`src/rtl/dma_irq_regs_pkg.sv`:
```
`timescale 1ns/1ps
package dma_irq_regs_pkg;
  localparam int WORD_W   = 32;
  localparam int HALF_W   = 16;
  localparam int NUM_REGS = 4;

  // register indexes (address bits above the slot field)
  localparam int IDX_CFG = 0;
  localparam int IDX_CMP = 1;
  localparam int IDX_ERR = 2;
  localparam int IDX_CHC = 3;

  // config bit positions
  localparam int BURST_BIT  = 28;
  localparam int BURST8_BIT = 29;

  typedef enum logic [1:0] {
    ACC_WR   = 2'd0,
    ACC_SET  = 2'd1,
    ACC_CLR  = 2'd2,
    ACC_NONE = 2'd3
  } acc_kind_e;
endpackage

```
`src/rtl/dma_irq_regs_dec.sv`:
```
`timescale 1ns/1ps
module dma_irq_regs_dec
  import dma_irq_regs_pkg::*;
#(
  parameter int ADDR_W = 6
) (
  input  logic                bus_wr,
  input  logic [ADDR_W-1:0]   bus_addr,
  input  logic [WORD_W-1:0]   bus_wdata,
  output logic [NUM_REGS-1:0] reg_we,
  output logic [WORD_W-1:0]   keep_m,
  output logic [WORD_W-1:0]   or_m
);
  localparam int IDX_W = ADDR_W - 2;

  acc_kind_e        slot;
  logic [IDX_W-1:0] idx;

  assign slot = acc_kind_e'(bus_addr[1:0]);
  assign idx  = bus_addr[ADDR_W-1:2];

  always_comb begin
    for (int i = 0; i < NUM_REGS; i++) begin
      reg_we[i] = bus_wr && (slot != ACC_NONE) && (idx == IDX_W'(i));
    end
  end

  // new value = (old & keep_m) | or_m
  always_comb begin
    keep_m = '1;
    or_m   = '0;
    unique case (slot)
      ACC_WR:  begin keep_m = '0;         or_m = bus_wdata; end
      ACC_SET: begin keep_m = '1;         or_m = bus_wdata; end
      ACC_CLR: begin keep_m = ~bus_wdata; or_m = '0;        end
      default: begin keep_m = '1;         or_m = '0;        end
    endcase
  end
endmodule

```
`src/rtl/dma_irq_chan_cell.sv`:
```
`timescale 1ns/1ps
module dma_irq_chan_cell (
  input  logic clk,
  input  logic rst_n,
  input  logic cmp_we,
  input  logic cmp_flag_w,
  input  logic cmp_en_w,
  input  logic err_we,
  input  logic err_flag_w,
  input  logic err_type_w,
  input  logic done_ev,
  input  logic term_ev,
  input  logic berr_ev,
  output logic cmp_flag,
  output logic cmp_en,
  output logic err_flag,
  output logic err_type,
  output logic irq
);
  logic cmp_flag_q, cmp_flag_d;
  logic cmp_en_q,   cmp_en_d;
  logic err_flag_q, err_flag_d;
  logic err_type_q, err_type_d;
  logic is_err, cmp_ce, err_ce;

  // a termination that comes with a done pulse is a normal end
  assign is_err = berr_ev | (term_ev & ~done_ev);
  assign cmp_ce = cmp_we | done_ev;
  assign err_ce = err_we | is_err;

  always_comb begin
    cmp_flag_d = cmp_flag_q;
    cmp_en_d   = cmp_en_q;
    if (cmp_we) begin
      cmp_flag_d = cmp_flag_w;
      cmp_en_d   = cmp_en_w;
    end
    if (done_ev) begin
      cmp_flag_d = 1'b1;
    end
  end

  always_comb begin
    err_flag_d = err_flag_q;
    err_type_d = err_type_q;
    if (err_we) begin
      err_flag_d = err_flag_w;
      err_type_d = err_type_w;
    end
    if (is_err) begin
      err_flag_d = 1'b1;
      err_type_d = berr_ev;
    end
  end

  always_ff @(posedge clk or negedge rst_n) begin
    if (!rst_n) begin
      cmp_flag_q <= 1'b0;
      cmp_en_q   <= 1'b0;
    end else if (cmp_ce) begin
      cmp_flag_q <= cmp_flag_d;
      cmp_en_q   <= cmp_en_d;
    end
  end

  always_ff @(posedge clk or negedge rst_n) begin
    if (!rst_n) begin
      err_flag_q <= 1'b0;
      err_type_q <= 1'b0;
    end else if (err_ce) begin
      err_flag_q <= err_flag_d;
      err_type_q <= err_type_d;
    end
  end

  assign cmp_flag = cmp_flag_q;
  assign cmp_en   = cmp_en_q;
  assign err_flag = err_flag_q;
  assign err_type = err_type_q;
  assign irq      = (cmp_flag_q & cmp_en_q) | err_flag_q;
endmodule

```
`src/rtl/dma_irq_ctl.sv`:
```
`timescale 1ns/1ps
module dma_irq_ctl #(
  parameter int NUM_CH = 16
) (
  input  logic              clk,
  input  logic              rst_n,
  input  logic              cfg_we,
  input  logic [1:0]        cfg_w,
  input  logic              chc_we,
  input  logic [NUM_CH-1:0] frz_w,
  input  logic [NUM_CH-1:0] rst_w,
  output logic              burst_en,
  output logic              burst8_en,
  output logic [NUM_CH-1:0] frz,
  output logic [NUM_CH-1:0] rst_req
);
  logic [1:0]        cfg_q, cfg_d;
  logic [NUM_CH-1:0] frz_q, frz_d;
  logic [NUM_CH-1:0] rst_q, rst_d;
  logic              rst_ce;

  always_comb begin
    cfg_d = cfg_we ? cfg_w : cfg_q;
    frz_d = chc_we ? frz_w : frz_q;
    // a request that is high now always drops at the next edge
    rst_d = (chc_we ? rst_w : '0) & ~rst_q;
  end

  assign rst_ce = chc_we | (|rst_q);

  always_ff @(posedge clk or negedge rst_n) begin
    if (!rst_n) begin
      cfg_q <= '0;
    end else if (cfg_we) begin
      cfg_q <= cfg_d;
    end
  end

  always_ff @(posedge clk or negedge rst_n) begin
    if (!rst_n) begin
      frz_q <= '0;
    end else if (chc_we) begin
      frz_q <= frz_d;
    end
  end

  always_ff @(posedge clk or negedge rst_n) begin
    if (!rst_n) begin
      rst_q <= '0;
    end else if (rst_ce) begin
      rst_q <= rst_d;
    end
  end

  assign burst_en  = cfg_q[0];
  assign burst8_en = cfg_q[1];
  assign frz       = frz_q;
  assign rst_req   = rst_q;
endmodule

```
`src/rtl/dma_irq_regbank.sv`:
```
`timescale 1ns/1ps
module dma_irq_regbank
  import dma_irq_regs_pkg::*;
#(
  parameter int NUM_CH = 16,
  parameter int ADDR_W = 6
) (
  input  logic              clk,
  input  logic              rst_n,
  input  logic              bus_wr,
  input  logic [ADDR_W-1:0] bus_addr,
  input  logic [31:0]       bus_wdata,
  output logic [31:0]       bus_rdata,
  input  logic [NUM_CH-1:0] done_ev,
  input  logic [NUM_CH-1:0] term_ev,
  input  logic [NUM_CH-1:0] berr_ev,
  output logic [NUM_CH-1:0] irq_o,
  output logic [NUM_CH-1:0] freeze_o,
  output logic [NUM_CH-1:0] chan_rst_o,
  output logic              burst_en_o,
  output logic              burst8_en_o
);
  localparam int IDX_W = ADDR_W - 2;

  // reset: asserted asynchronously, released after two clock edges
  logic [1:0] rst_pipe;
  logic       rst_sync_n;

  always_ff @(posedge clk or negedge rst_n) begin
    if (!rst_n) begin
      rst_pipe <= 2'b00;
    end else begin
      rst_pipe <= {rst_pipe[0], 1'b1};
    end
  end
  assign rst_sync_n = rst_pipe[1];

  logic [NUM_REGS-1:0] reg_we;
  logic [WORD_W-1:0]   keep_m, or_m;

  dma_irq_regs_dec #(.ADDR_W(ADDR_W)) dec_i (
    .bus_wr    (bus_wr),
    .bus_addr  (bus_addr),
    .bus_wdata (bus_wdata),
    .reg_we    (reg_we),
    .keep_m    (keep_m),
    .or_m      (or_m)
  );

  logic [NUM_CH-1:0] cmp_flag, cmp_en, err_flag, err_type;
  logic [NUM_CH-1:0] frz, rst_req;
  logic              burst_en, burst8_en;
  logic [WORD_W-1:0] cur_cfg, cur_cmp, cur_err, cur_chc;
  logic [WORD_W-1:0] new_cfg, new_cmp, new_err, new_chc;

  always_comb begin
    cur_cfg = '0;
    cur_cfg[BURST_BIT]  = burst_en;
    cur_cfg[BURST8_BIT] = burst8_en;
    cur_cmp = '0;
    cur_cmp[NUM_CH-1:0]      = cmp_flag;
    cur_cmp[HALF_W+:NUM_CH]  = cmp_en;
    cur_err = '0;
    cur_err[NUM_CH-1:0]      = err_flag;
    cur_err[HALF_W+:NUM_CH]  = err_type;
    cur_chc = '0;
    cur_chc[NUM_CH-1:0]      = frz;
    cur_chc[HALF_W+:NUM_CH]  = rst_req;
  end

  assign new_cfg = (cur_cfg & keep_m) | or_m;
  assign new_cmp = (cur_cmp & keep_m) | or_m;
  assign new_err = (cur_err & keep_m) | or_m;
  assign new_chc = (cur_chc & keep_m) | or_m;

  generate
    for (genvar n = 0; n < NUM_CH; n++) begin : g_ch
      dma_irq_chan_cell cell_i (
        .clk        (clk),
        .rst_n      (rst_sync_n),
        .cmp_we     (reg_we[IDX_CMP]),
        .cmp_flag_w (new_cmp[n]),
        .cmp_en_w   (new_cmp[HALF_W+n]),
        .err_we     (reg_we[IDX_ERR]),
        .err_flag_w (new_err[n]),
        .err_type_w (new_err[HALF_W+n]),
        .done_ev    (done_ev[n]),
        .term_ev    (term_ev[n]),
        .berr_ev    (berr_ev[n]),
        .cmp_flag   (cmp_flag[n]),
        .cmp_en     (cmp_en[n]),
        .err_flag   (err_flag[n]),
        .err_type   (err_type[n]),
        .irq        (irq_o[n])
      );
    end
  endgenerate

  dma_irq_ctl #(.NUM_CH(NUM_CH)) ctl_i (
    .clk       (clk),
    .rst_n     (rst_sync_n),
    .cfg_we    (reg_we[IDX_CFG]),
    .cfg_w     ({new_cfg[BURST8_BIT], new_cfg[BURST_BIT]}),
    .chc_we    (reg_we[IDX_CHC]),
    .frz_w     (new_chc[NUM_CH-1:0]),
    .rst_w     (new_chc[HALF_W+:NUM_CH]),
    .burst_en  (burst_en),
    .burst8_en (burst8_en),
    .frz       (frz),
    .rst_req   (rst_req)
  );

  // read path: slots 0..2 return the register, slot 3 and unmapped return 0
  always_comb begin
    bus_rdata = '0;
    if (acc_kind_e'(bus_addr[1:0]) != ACC_NONE) begin
      case (bus_addr[ADDR_W-1:2])
        IDX_W'(IDX_CFG): bus_rdata = cur_cfg;
        IDX_W'(IDX_CMP): bus_rdata = cur_cmp;
        IDX_W'(IDX_ERR): bus_rdata = cur_err;
        IDX_W'(IDX_CHC): bus_rdata = cur_chc;
        default:         bus_rdata = '0;
      endcase
    end
  end

  assign freeze_o    = frz;
  assign chan_rst_o  = rst_req;
  assign burst_en_o  = burst_en;
  assign burst8_en_o = burst8_en;
endmodule

```
`config.mk`:
```
export PLATFORM = sky130hd
export DESIGN_NAME = dma_irq_regbank
export DESIGN_NICKNAME = d
export VERILOG_FILES = /design/src/rtl/dma_irq_regs_pkg.sv /design/src/rtl/dma_irq_regs_dec.sv /design/src/rtl/dma_irq_chan_cell.sv /design/src/rtl/dma_irq_ctl.sv /design/src/rtl/dma_irq_regbank.sv
export SDC_FILE = /design/constraint.sdc
export NUM_CORES = 1
export LEC_CHECK = 0
export BUFFER_PORTS_ARGS = -buffer_cell sky130_fd_sc_hd__buf_2
export CAP_MARGIN = 20
export CORE_ASPECT_RATIO = 0.7
export CORE_MARGIN = 2
export CORE_UTILIZATION = 36
export CTS_BUF_LIST = sky130_fd_sc_hd__clkbuf_8
export CTS_CLUSTER_DIAMETER = 150
export CTS_CLUSTER_SIZE = 12
export DETAILED_ROUTE_END_ITERATION = 7
export HOLD_SLACK_MARGIN = 0.12
export MAX_ROUTING_LAYER = met4
export PLACE_DENSITY_LB_ADDON = 0.1
export SETUP_SLACK_MARGIN = 0.05
export SYNTH_ARGS = -nofsm -noshare
export SYNTH_HDL_FRONTEND = slang
export SYNTH_SLANG_ARGS = --single-unit
export TNS_END_PERCENT = 100
```
`constraint.sdc`:
```
create_clock -name clk -period 4.56 [get_ports clk]
set_clock_uncertainty 0.2 [all_clocks]
set_input_delay 0.456 -clock clk [delete_from_list [all_inputs] [get_ports clk]]
set_output_delay 0.456 -clock clk [all_outputs]
set_load 0.005 [all_outputs]
```
==> impl_metrics.prom <==
# TYPE chip_impl_metric gauge
chip_impl_metric{name="postSynthRegisterBits",unit=""} 100
chip_impl_info{name="critPathTopFamily",value="simple AND/OR/NAND/NOR gates"} 1
chip_impl_metric{name="p_leak",unit="nW"} 3.15
chip_impl_metric{name="clk_pin_slew_worst_paths",unit="ps"} 100
chip_impl_metric{name="postPlaceCellArea",unit="µm²"} 6410
chip_impl_metric{name="num_antenna_cells",unit=""} 0
chip_impl_metric{name="hold_violations",unit=""} 0
chip_impl_metric{name="detail_route.drc_violations",unit=""} 0
chip_impl_metric{name="postLayoutCellArea",unit="µm²"} 6940
chip_impl_metric{name="detail_route.first_pass.iterations",unit=""} 6
chip_impl_metric{name="worst_slew_margin_rel",unit="%"} 26.8
chip_impl_metric{name="clockBufferDepth",unit=""} 2
chip_impl_metric{name="reg2regPathDepth",unit=""} 1
chip_impl_info{name="crit-reg2reg-launch",value="rst_pipe[1]"} 1
chip_impl_metric{name="max-cap-violations",unit=""} 0
chip_impl_metric{name="cts_num_sinks",unit=""} 100
chip_impl_metric{name="synth_area_per_cell",unit="µm²"} 9.54
chip_impl_info{name="capture_point_of_the_worst_path",value="bus_rdata[23]"} 1
chip_impl_metric{name="place_worst_setup_slack",unit="ps"} 1620
chip_impl_metric{name="period_share",unit="%"} 59.1
chip_impl_metric{name="peakVddDrop",unit="mV"} 0.151
chip_impl_metric{name="netlist_instances",unit=""} 583
chip_impl_metric{name="synth.net_count",unit=""} 672
chip_impl_info{name="clockRootBuffer",value="clkbuf_8"} 1
chip_impl_metric{name="place_hpwl",unit="µm"} 12400
chip_impl_metric{name="yosys.cell_types.count",unit=""} 31
chip_impl_metric{name="worstPathMaxFanout",unit=""} 19
chip_impl_metric{name="max_freq",unit="MHz"} 371
chip_impl_metric{name="max_stage_delay",unit="ps"} 500
chip_impl_metric{name="sequential_area_share_after_synthesis",unit="%"} 45.0
chip_impl_metric{name="die_x",unit="µm"} 153
chip_impl_metric{name="grt_pass1_wl",unit="µm"} 30400
chip_impl_metric{name="post_drt_via_cell_ratio",unit=""} 5.68
chip_impl_metric{name="timing_max_transition_violations_final",unit=""} 0
chip_impl_metric{name="clock_latency",unit="ps"} 370
chip_impl_info{name="setup_repair_after_global_routing_missed_its_margin",value="no"} 1
chip_impl_info{name="critPathKind",value="in -> out"} 1
chip_impl_metric{name="synthesis.yosys.warnings",unit=""} 0
chip_impl_metric{name="grt_pass1_vias",unit=""} 5290
chip_impl_info{name="cts_tree",value="yes"} 1
chip_impl_metric{name="num_io_pins",unit=""} 171
chip_impl_metric{name="power-per-cell-area",unit="nW/µm²"} 282
chip_impl_metric{name="nets",unit=""} 834
chip_impl_info{name="path_category_of_the_worst_min_delay_check",value="in -> reg"} 1
chip_impl_metric{name="route.final.wire_length",unit="µm"} 19400
chip_impl_metric{name="placement_rows",unit=""} 37
chip_impl_metric{name="placedCellCount",unit=""} 897
chip_impl_metric{name="grt_antenna_before_repair",unit=""} 0
chip_impl_info{name="critical_path_sink_type",value="primary output"} 1
chip_impl_metric{name="whs",unit="ps"} 137
chip_impl_metric{name="post_route_cells_drive_above_1_share",unit="%"} 27.2
chip_impl_metric{name="global_route.usage.total",unit="%"} 24.1
chip_impl_metric{name="finish.cell_count_without_fillers",unit=""} 945
chip_impl_info{name="netlist.top_cell.by_area",value="dfrtp_1"} 1
chip_impl_metric{name="worst-path-buf-inv",unit=""} 3
chip_impl_metric{name="htree_levels",unit=""} 3
chip_impl_metric{name="worst_ep_required_time",unit="ps"} 3900
chip_impl_metric{name="detail-route-antenna-nets",unit=""} 0
chip_impl_metric{name="drt_first_iter_violations",unit=""} 566
chip_impl_metric{name="regToRegSetupSlack",unit="ps"} 2860
chip_impl_metric{name="placeableCoreArea",unit="µm²"} 14900
chip_impl_metric{name="grt_overflow",unit=""} 0
chip_impl_metric{name="routability_congestion",unit=""} 0.811
chip_impl_metric{name="setup_violations",unit=""} 0
chip_impl_info{name="layout_common_cells",value="170 x buf_2, 99 x dfrtp_1, 64 x nor2_1"} 1
chip_impl_info{name="synthTopCellsByArea",value="dfrtp_1 45%, a222oi_1 5.8%, a22o_1 5.0%, nor2_1 4.3%, nor2b_1 3.8%"} 1
chip_impl_metric{name="synthesis.area",unit="µm²"} 5560
chip_impl_metric{name="io_buffers",unit=""} 170
chip_impl_metric{name="wire_per_inst",unit="µm"} 20.5
chip_impl_metric{name="start_util",unit="%"} 37.3
chip_impl_info{name="timing.critical_path.slowest_stage_cell",value="nand2_1"} 1
chip_impl_metric{name="cts_resized",unit=""} 0
chip_impl_metric{name="cp_num_cells",unit=""} 6
chip_impl_metric{name="die-area",unit="µm²"} 16500
chip_impl_metric{name="layout.filler_cells",unit=""} 1473
chip_impl_metric{name="timing.critical_path.arrival",unit="ps"} 2040
chip_impl_metric{name="synth_top_area_share",unit="%"} 45.0
chip_impl_metric{name="min_period",unit="ps"} 2690
chip_impl_metric{name="die_h",unit="µm"} 108
chip_impl_metric{name="tritoncts.num_buffers",unit=""} 9
chip_impl_metric{name="totalNegativeSetupSlack",unit="ps"} 0
chip_impl_info{name="cp-startpoint",value="bus_addr[0]"} 1
chip_impl_info{name="outcome",value="completed"} 1
chip_impl_metric{name="fin_ws",unit="ps"} 1870
chip_impl_metric{name="timing_worst_slew_pin_value",unit="ps"} 1100
chip_impl_info{name="timing.critical_path.from_type",value="input pin"} 1
chip_impl_metric{name="largest_net_degree_at_the_start_of_global_routing",unit=""} 72
chip_impl_info{name="worst_r2r_endpoint",value="g_ch[9].cell_i.err_flag"} 1
chip_impl_metric{name="syn_to_final_growth",unit="%"} 24.7
chip_impl_info{name="layout_commonest_cell",value="buf_2"} 1
chip_impl_metric{name="number_of_vias_after_detailed_routing",unit=""} 5367
chip_impl_info{name="timing.critical_path.cells",value="buf_2, nand2_1, nand2_1, buf_4, nor2_1, buf_2"} 1
[timing repair]
| action | 4_1_cts | 5_1_grt |
|---|---|---|
| setup buffers | 0 | 0 |
| hold buffers | 32 | 0 |
| endpoints found under the hold margin | 49 | 0 |
[cell type report]
cell class	instances	area (µm²)	share of cell area [%]
Clock buffer	10	138	1.98
Clock inverter	6	66.3	0.956
Inverter	32	120	1.73
Multi-Input combinational cell	390	2620	37.7
Sequential cell	100	2510	36.1
Tap cell	195	244	3.52
Timing Repair Buffer	212	1250	18.0
[kinds of logic after synthesis]
group,Yosys count,share of synthesized area (%)
other cells,1,0.0674
mux,2,0.405
buf+inv,93,8.44
flops,100,45.0
simple gates,207,19.4
compound gates,180,26.7
[where the power goes]
| part | switching, mW | internal, mW |
|---|---|---|
| clock | 0.326 | 0.269 |
| sequential | 0.0860 | 0.957 |
| combinational | 0.156 | 0.160 |
[through the flow]
stage / utilization, % / total power [mW]
global route: 46.5 / 2.05
finish: 46.5 / 1.95
detailed placement: 43.0 / 1.35
floorplan: - / 1.19
global placement: 43.0 / 1.35
CTS: 46.5 / 1.97
[synth_stat cells, drive strengths merged]
| master | count |
|---|---|
| dfrtp | 100 |
| nor2 | 64 |
| nand2 | 49 |
| buf | 35 |
| nor2b | 34 |
| a222oi | 32 |
| a22o | 32 |
| inv | 32 |
| clkbuf | 26 |
| and3 | 18 |
| o21ai | 18 |
| o31ai | 18 |
| nand2b | 17 |
| a2111o | 16 |
| a21boi | 16 |
| a21o | 16 |
| a21oi | 16 |
| a221o | 16 |
| nor3b | 16 |
| and2 | 2 |
| mux2 | 2 |
| nor4b | 2 |
| and3b | 1 |
| conb | 1 |
| nand4b | 1 |
| nor3 | 1 |
| nor4bb | 1 |
| or3b | 1 |
[registers in the layout (all words and copies together), names as in the netlist]
| name | cells |
|---|---|
| g_ch.cell_i.cmp_flag | 16 |
| ctl_i.rst_req | 16 |
| ctl_i.frz | 16 |
| g_ch.cell_i.err_flag | 16 |
| rst_pipe | 2 |
| g_ch.cell_i.err_type | 16 |
| g_ch.cell_i.cmp_en | 16 |
| ctl_i.cfg_q | 2 |
[worst min-delay path by stage]
stage / from / to / depth (start not counted)
floorplan: rst_n / rst_pipe[0] / 0
global placement: rst_n / rst_pipe[0] / 1
detailed placement: rst_n / rst_pipe[0] / 1
CTS: done_ev[0] / g_ch[0].cell_i.cmp_flag / 2
global route: done_ev[0] / g_ch[0].cell_i.cmp_flag / 2
finish: done_ev[0] / g_ch[0].cell_i.cmp_flag / 2
[routing by layer]
layer  GRT usage [%]  up-vias  routed length, µm
met4            5.22        0                263
met3            4.89       23               1520
met5               -        -                  0
met2            35.2      270               8340
met1            34.8     2642               9240
li1                -     2432                  -
(Power assumes the default switching activity.)
